--- src/rtl/seg_lim_pkg.sv ---
package seg_lim_pkg;

  typedef enum logic [1:0] {
    SZ16  = 2'd0,
    SZ32  = 2'd1,
    SZ64  = 2'd2,
    SZRSV = 2'd3
  } opsz_e;

  typedef enum logic [1:0] {
    ST_IDLE = 2'd0,
    ST_READ = 2'd1,
    ST_EVAL = 2'd2
  } unit_st_e;

  typedef struct packed {
    logic [19:0] raw_lim;
    logic        gran;
    logic        code_data;
    logic [3:0]  typ;
    logic [1:0]  dpl;
  } desc_fields_t;

  // one bit per system type, set where the type is accepted
  localparam logic [15:0] SYS_OK_LEGACY = 16'h0A0E;
  localparam logic [15:0] SYS_OK_LONG   = 16'h0A05;

  localparam int DESC_BYTES = 8;
  localparam int DESC_W     = 64;

endpackage

--- src/rtl/sll_sel_bound.sv ---
module sll_sel_bound #(
  parameter int SEL_W  = 16,
  parameter int TLIM_W = 16,
  parameter int ADDR_W = 32
) (
  input  logic [SEL_W-1:0]  sel,
  input  logic [ADDR_W-1:0] tbl_base,
  input  logic [TLIM_W-1:0] tbl_limit,
  output logic [ADDR_W-1:0] rd_addr,
  output logic              in_bounds,
  output logic [1:0]        rpl
);
  import seg_lim_pkg::*;

  localparam int IDX_W = SEL_W - 3;
  localparam int OFF_W = SEL_W;
  localparam int CMP_W = (OFF_W + 1 > TLIM_W) ? OFF_W + 1 : TLIM_W;

  logic [IDX_W-1:0] index;
  logic [OFF_W-1:0] offset;
  logic [CMP_W-1:0] last_byte;
  logic [CMP_W-1:0] lim_ext;
  logic             unused_ti;

  assign index     = sel[SEL_W-1:3];
  assign unused_ti = sel[2];
  assign rpl       = sel[1:0];
  assign offset    = {index, 3'b000};
  assign last_byte = CMP_W'(offset) + CMP_W'(DESC_BYTES - 1);
  assign lim_ext   = CMP_W'(tbl_limit);
  assign in_bounds = (last_byte <= lim_ext);
  assign rd_addr   = tbl_base + ADDR_W'(offset);

endmodule

--- src/rtl/sll_desc_dec.sv ---
module sll_desc_dec (
  input  logic [seg_lim_pkg::DESC_W-1:0] desc,
  output seg_lim_pkg::desc_fields_t      fields
);
  import seg_lim_pkg::*;

  logic unused_bits;

  always_comb begin
    fields.raw_lim   = {desc[51:48], desc[15:0]};
    fields.gran      = desc[55];
    fields.code_data = desc[44];
    fields.typ       = desc[43:40];
    fields.dpl       = desc[46:45];
  end

  assign unused_bits = ^{desc[63:56], desc[54:52], desc[47], desc[39:16]};

endmodule

--- src/rtl/sll_access_chk.sv ---
module sll_access_chk (
  input  seg_lim_pkg::desc_fields_t fields,
  input  logic [1:0]                cpl,
  input  logic [1:0]                rpl,
  input  logic                      long_mode,
  output logic                      type_ok,
  output logic                      priv_ok
);
  import seg_lim_pkg::*;

  logic [15:0] sys_mask;
  logic        conforming;

  assign sys_mask   = long_mode ? SYS_OK_LONG : SYS_OK_LEGACY;
  assign type_ok    = fields.code_data | sys_mask[fields.typ];
  assign conforming = fields.code_data & fields.typ[3] & fields.typ[2];
  assign priv_ok    = conforming | ((cpl <= fields.dpl) & (rpl <= fields.dpl));

endmodule

--- src/rtl/sll_limit_fmt.sv ---
module sll_limit_fmt #(
  parameter int DEST_W = 64
) (
  input  logic [19:0]       raw_lim,
  input  logic              gran,
  input  logic [1:0]        opsize,
  output logic [DEST_W-1:0] dest
);
  import seg_lim_pkg::*;

  localparam int BYTE_LIM_W = 32;

  logic [BYTE_LIM_W-1:0] byte_lim;

  assign byte_lim = gran ? {raw_lim, 12'hFFF} : {12'h000, raw_lim};

  always_comb begin
    if (opsz_e'(opsize) == SZ16) dest = DEST_W'(byte_lim[15:0]);
    else                         dest = DEST_W'(byte_lim);
  end

endmodule

--- src/rtl/seg_limit_unit.sv ---
module seg_limit_unit #(
  parameter int SEL_W  = 16,
  parameter int TLIM_W = 16,
  parameter int ADDR_W = 32,
  parameter int DEST_W = 64
) (
  input  logic              clk,
  input  logic              rst_n,
  input  logic              req_valid,
  output logic              req_ready,
  input  logic [SEL_W-1:0]  req_sel,
  input  logic [1:0]        req_cpl,
  input  logic [1:0]        req_opsize,
  input  logic              req_long_mode,
  input  logic [ADDR_W-1:0] tbl_base,
  input  logic [TLIM_W-1:0] tbl_limit,
  output logic              mem_rd_en,
  output logic [ADDR_W-1:0] mem_rd_addr,
  input  logic [63:0]       mem_rd_data,
  output logic              rsp_valid,
  output logic              rsp_zf,
  output logic              rsp_we,
  output logic [DEST_W-1:0] rsp_limit
);
  import seg_lim_pkg::*;

  unit_st_e          state;
  logic [SEL_W-1:0]  sel_q;
  logic [1:0]        cpl_q;
  logic [1:0]        size_q;
  logic              lm_q;
  logic [ADDR_W-1:0] base_q;
  logic [TLIM_W-1:0] tlim_q;
  logic              bound_q;

  logic              in_bounds;
  logic [1:0]        rpl;
  logic [ADDR_W-1:0] rd_addr;
  desc_fields_t      fields;
  logic              type_ok;
  logic              priv_ok;
  logic [DEST_W-1:0] fmt_lim;
  logic              pass;

  sll_sel_bound #(.SEL_W(SEL_W), .TLIM_W(TLIM_W), .ADDR_W(ADDR_W)) u_bound (
    .sel       (sel_q),
    .tbl_base  (base_q),
    .tbl_limit (tlim_q),
    .rd_addr   (rd_addr),
    .in_bounds (in_bounds),
    .rpl       (rpl)
  );

  sll_desc_dec u_dec (
    .desc   (mem_rd_data),
    .fields (fields)
  );

  sll_access_chk u_acc (
    .fields    (fields),
    .cpl       (cpl_q),
    .rpl       (rpl),
    .long_mode (lm_q),
    .type_ok   (type_ok),
    .priv_ok   (priv_ok)
  );

  sll_limit_fmt #(.DEST_W(DEST_W)) u_fmt (
    .raw_lim (fields.raw_lim),
    .gran    (fields.gran),
    .opsize  (size_q),
    .dest    (fmt_lim)
  );

  assign req_ready   = (state == ST_IDLE);
  assign mem_rd_en   = (state == ST_READ) & in_bounds;
  assign mem_rd_addr = rd_addr;
  assign pass        = bound_q & type_ok & priv_ok;

  always_ff @(posedge clk or negedge rst_n) begin
    if (!rst_n) begin
      state     <= ST_IDLE;
      sel_q     <= '0;
      cpl_q     <= '0;
      size_q    <= '0;
      lm_q      <= 1'b0;
      base_q    <= '0;
      tlim_q    <= '0;
      bound_q   <= 1'b0;
      rsp_valid <= 1'b0;
      rsp_zf    <= 1'b0;
      rsp_we    <= 1'b0;
      rsp_limit <= '0;
    end else begin
      rsp_valid <= 1'b0;
      rsp_we    <= 1'b0;
      case (state)
        ST_IDLE: begin
          if (req_valid) begin
            sel_q  <= req_sel;
            cpl_q  <= req_cpl;
            size_q <= req_opsize;
            lm_q   <= req_long_mode;
            base_q <= tbl_base;
            tlim_q <= tbl_limit;
            state  <= ST_READ;
          end
        end
        ST_READ: begin
          bound_q <= in_bounds;
          state   <= ST_EVAL;
        end
        ST_EVAL: begin
          rsp_valid <= 1'b1;
          rsp_zf    <= pass;
          rsp_we    <= pass;
          rsp_limit <= pass ? fmt_lim : '0;
          state     <= ST_IDLE;
        end
        default: state <= ST_IDLE;
      endcase
    end
  end

endmodule

--- config.mk ---
export PLATFORM = sky130hd
export DESIGN_NAME = seg_limit_unit
export DESIGN_NICKNAME = d
export VERILOG_FILES = /design/src/rtl/seg_lim_pkg.sv /design/src/rtl/sll_sel_bound.sv /design/src/rtl/sll_desc_dec.sv /design/src/rtl/sll_access_chk.sv /design/src/rtl/sll_limit_fmt.sv /design/src/rtl/seg_limit_unit.sv
export SDC_FILE = /design/constraint.sdc
export NUM_CORES = 1
export LEC_CHECK = 0
export BUFFER_PORTS_ARGS = -buffer_cell sky130_fd_sc_hd__buf_2
export CAP_MARGIN = 20
export CORE_ASPECT_RATIO = 1.4
export CORE_MARGIN = 2
export CORE_UTILIZATION = 35
export CTS_BUF_LIST = sky130_fd_sc_hd__clkbuf_16
export CTS_CLUSTER_DIAMETER = 120
export DETAILED_ROUTE_END_ITERATION = 7
export PLACE_DENSITY = 0.68
export SYNTH_ARGS = -nofsm -noshare
export SYNTH_HDL_FRONTEND = slang
export SYNTH_SLANG_ARGS = --single-unit
--- constraint.sdc ---
create_clock -name clk -period 5.9 [get_ports clk]
set_clock_uncertainty 0.15 [all_clocks]
set_input_delay 0.295 -clock clk [delete_from_list [all_inputs] [get_ports clk]]
set_output_delay 0.295 -clock clk [all_outputs]
set_load 0.02 [all_outputs]
==> results <==
- The worst vdd rail ir drop is 0.440 mV.
- The mean instance size in the synthesized netlist is 10.8 µm².
- From bottom edge to top edge, the die measures 153 µm.
- Detailed placement finished with a half-perimeter wire length of 9660 µm.
- The I/O pin count is 237.
- The post-route clock period utilization is 53.9%.
- The power per standard cell area is 429 nW/µm².
- For this run, asynchronously set or reset flops after synthesis account for 100%.
- The initial standard-cell utilization of the core is 35.8%.
- The tree is rooted in a clkbuf_16.
- The kind of cell with the highest combined delay along the critical path is simple AND/OR/NAND/NOR gates.
- Counting every instance in the synthesized netlist gives 514.
- For this run, the number of Yosys warnings is 0.
- The xor/xnor cell area share of the yosys netlist is 4.25%.
- The unique cell type count in the Yosys netlist is 48.
- In this run switching power makes up 37.9% of total power.
- The measured slew at the worst slew-check pin is 0.885 ns.
- The top achievable clock speed is 315 MHz.
- The number of flip-flops and latches in the synthesized netlist is 106.
- The min-delay analysis places its worst path in the category in -> reg.
- The tool flagged a number of max-cap violations equal to 0.
- OpenSTA, run right after detailed placement, puts the worst setup slack at 2.59 ns.
- The number of global-route vias before repair is 4273.
- Setup repair after global routing left no endpoint under its margin.
- The TritonCTS clock tree is built.
- The number of nets still failing antenna checks after routing is 0.
- The number of DRC violations after detailed-routing iteration 0 is 187.
- Combinational logic is responsible for 41.9% of the overall power.
- The clock reaches the later pin of the worst-skew pair after 0.35 ns.
- After synthesis, flip-flops and latches occupy 47.7% of the total area.
- The post-placement cell area is 6440 µm².
- In this run, synthesis inferred 0 flip-flops with an integrated enable.
- The total negative slack for setup checks is 0 ns.
- In the synthesized netlist, mux cells make up 12.2% of the area.
- The worst relative slew slack is 41.0%.
- Dividing the detail-routed wire length by the instance count gives 14.3 µm.
- The wire length of the first global-routing pass is 21300 µm.
- In the final layout, flip-flops and latches occupy 2650 µm².
- In this run the worst path has a maximum fanout of 20.
- The clock network accounts for 24.3% of the total power.
- After floorplanning, the core was divided into 54 placement rows.
- The largest family of logic cells by synthesized area is multiplexers.
- The dominant cell type by area after synthesis is dfrtp_1.
- The worst endpoint data arrival time is 3.31 ns.
- The area overhead of the layout relative to synthesis is 25.9%.
- The compound-gate portion of the synthesized area is 11.7%.
- The proportion of netlist area held by the largest area contributor is 47.7%.
- The buffer depth of the longest clock path is 2.
- The number of buffer and inverter instances along the worst setup path is 0.
- Setup violations remaining at the end of the flow were counted as 0.
- For this run, design rule violations remaining after detail routing come to 0.
- The total iterations of the first detailed-routing run is 4.
- Cells fill 45.1% of the core in the end.
- The required time at the endpoint of the critical path is 6.03 ns.
- The final count of pins violating max slew is 0.
- The number of clock sinks seen by CTS is 106.
- Wires add up to 12800 µm.
- The number of antenna violations at the first check in global routing was 1.
- The cell area after technology mapping is 5560 µm².
- The part of the power in registers is 33.7%.
- The leading register cell type out of synthesis is dfrtp_1.
- The total global-route track usage is 15.7%.
- The total overflow left after global routing is 0.
- The placer's final routability congestion estimate is 0.819.
- The kind of capture point of the worst setup path is a flop.
- The clock-pin slew on the worst setup and hold paths is 0.07 ns.
- After Yosys synthesis, and, or, nand and nor cells account for 8.93% of the synthesized area.
- Final hold analysis gives a worst-case slack of 0.0212 ns.
- The H-tree was split into 3 levels.
- Of the total synthesized cell area, the portion taken by full adders, half adders and majority gates is 7.33%.
- The kind of start point of the critical path is a flop.
- The post-route netlist has 35.2% of its cells at a drive strength greater than 1.
- Input and output buffers added on the ports amount to 167.
- The net switching power figure is 1140 µW.
- After floorplanning, the core was sized to cover 15500 µm².
- Counting the buffers created by CTS gives 9.
- In the post-synthesis netlist, the biggest area contributors are dfrtp_1, mux2_2, ha_1.
- The hold violation total from the final report is 0.
- In the routed layout, each cell is associated on average with a via count of 4.77.
- The flow ran to the end, and the final reports show no timing, DRC or antenna violations.
- The highest cell delay on the worst timing path is 0.96 ns.
- The critical path goes through ha_1 -> nor2b_1 -> o21ai_0 -> a22oi_1 -> nand4b_1 -> nor3b_2 -> a22o_1.
- Summed over all cells, the static leakage comes to 0.00350 µW.
- The die area is 16900 µm².
- The largest individual stage delay along the critical path comes from the cell nor3b_2.
- The net count reported at finish is 859.
- The smallest clock period supported by the final layout is computed as 3.18 ns.
- The final standard cell area without fillers is 7010 µm².
- The maximum number of pins on one net before global-route repair is 78.
- The internal power of the cells totals 1870 µW.
- The die width is 111 µm.
- The multi-input combinational cells in the finished layout cover a total of 2590 µm².
- The startpoint-to-endpoint class of the critical path is reg -> reg.
- The total of fill cells in the finished design is 1507.
- For this block, the via count after detailed routing is 4262.
- Setup slack on the critical path of the routed design comes to 2.72 ns.
## synthesized netlist by cell type (2+ instances only)
library cell / n
buf_2: 10
mux2i_1: 8
o211ai_1: 2
xnor2_1: 21
mux2_2: 53
clkbuf_1: 9
inv_1: 23
a22o_1: 12
o21ai_0: 39
a21o_1: 6
nor2b_1: 4
ha_1: 31
and3_1: 4
dfrtp_1: 106
a21boi_1: 3
and2_1: 4
nor2_1: 21
nand2b_1: 3
nand2_1: 48
o21bai_1: 3
buf_4: 35
a21oi_1: 16
o21ai_1: 6
nand3_1: 12
nand4_1: 7
xor2_1: 6
## path summary, 6_finish.rpt
kind / from / end / slack (ns) / cells past startpoint
setup / recovery: cpl_q[1] / rsp_limit[26] / 2.72 / 7
hold / removal: tbl_base[15] / base_q[15] / 0.02 / 2
setup reg to reg: cpl_q[1] / rsp_limit[26] / 2.72 / 7
hold reg to reg: rsp_limit[11] / rsp_limit[11] / 0.32 / 2
max in group asynchronous: rst_n / tlim_q[4] / 4.06 / 3
min in group asynchronous: rst_n / rsp_limit[22] / 0.36 / 2
## power groups by stage
stage	Clock, µW	Combinational, µW	Sequential, µW
6_report	732	1260	1020
5_1_grt	785	1400	1040
4_1_cts	760	1280	1020
3_5_place_dp	0	1260	1030
3_3_place_gp	0	1240	1030
2_1_floorplan	0	858	1060
## metal layers
layer,wire length (µm),vias to the layer above,share of wire [%],GRT usage (%)
li1,-,2074,-,-
met1,5170,2021,40,18.0
met2,6550,149,51,27.7
met3,740,18,5.8,3.49
met4,322,0,2.5,7.38
met5,0,-,0,0
## repair_timing
action / CTS / global route
hold endpoints to repair: 71 / 0
setup buffers: 0 / 0
resized for setup: 0 / 0
hold buffers: 20 / 0
## state kept, by name, summed over array words and instances (netlist names)
| register | count |
|---|---|
| lm_q | 1 |
| base_q | 32 |
| sel_q | 15 |
| cpl_q | 2 |
| rsp_valid | 1 |
| rsp_limit | 32 |
| size_q | 2 |
| state | 2 |
| rsp_zf | 1 |
| rsp_we | 1 |
| tlim_q | 16 |
| bound_q | 1 |
## cell usage in the layout (no fill, tap or decap), types with 2 or more instances in the layout
master         netlist  layout
buf_2               10     166
dfrtp_1            106     106
mux2_2              53      53
nand2_1             48      48
o21ai_0             39      39
conb_1               1      32
ha_1                31      31
inv_1               23      24
nor2_1              21      21
xnor2_1             21      21
dlygate4sd3_1        0      20
a21oi_1             16      16
nand3_1             12      12
a22o_1              12      12
clkbuf_16            0       9
mux2i_1              8       8
nand4_1              7       7
a21o_1               6       6
o21ai_1              6       6
xor2_1               6       6
and3_1               4       4
nor2b_1              4       4
bufinv_16            0       4
buf_4               35       4
and2_1               4       3
a21boi_1             3       3
o21bai_1             3       3
nand2b_1             3       3
o211ai_1             2       2
## cells by family (layout without fill, tap and decap cells)
| kind of cell | count (synthesis) | in the layout |
|---|---|---|
| other | 1 | 33 |
| AO/OA/AOI/OAI | 101 | 101 |
| XOR/XNOR | 27 | 27 |
| buffers and inverters | 78 | 229 |
| adder cells (fa/ha/maj) | 32 | 32 |
| AND/OR/NAND/NOR | 108 | 108 |
| multiplexers | 61 | 61 |
| flip-flops | 106 | 106 |
## stage by stage
stage	instances	total power [µW]
global placement	856	2270
global route	893	3230
detailed placement	856	2290
floorplan	545	1920
finish	893	3010
CTS	892	3060
## area by class of cell
| type | instances | area share [%] |
|---|---|---|
| Timing Repair Buffer | 190 | 15.1 |
| Multi-Input combinational cell | 361 | 37.0 |
| Antenna cell | 1 | 0.0357 |
| Clock buffer | 9 | 3.21 |
| Sequential cell | 106 | 37.9 |
| Inverter | 23 | 1.23 |
| Tap cell | 196 | 3.50 |
| Clock inverter | 7 | 2.00 |
## worst register-to-register path: stages (launching register included)
cell	delay, ns
dfrtp_1	0.38
ha_1	0.28
nor2b_1	0.13
o21ai_0	0.14
a22oi_1	0.08
nand4b_1	0.74
nor3b_2	0.96
a22o_1	0.24
Power figures use the tool's default switching activity.
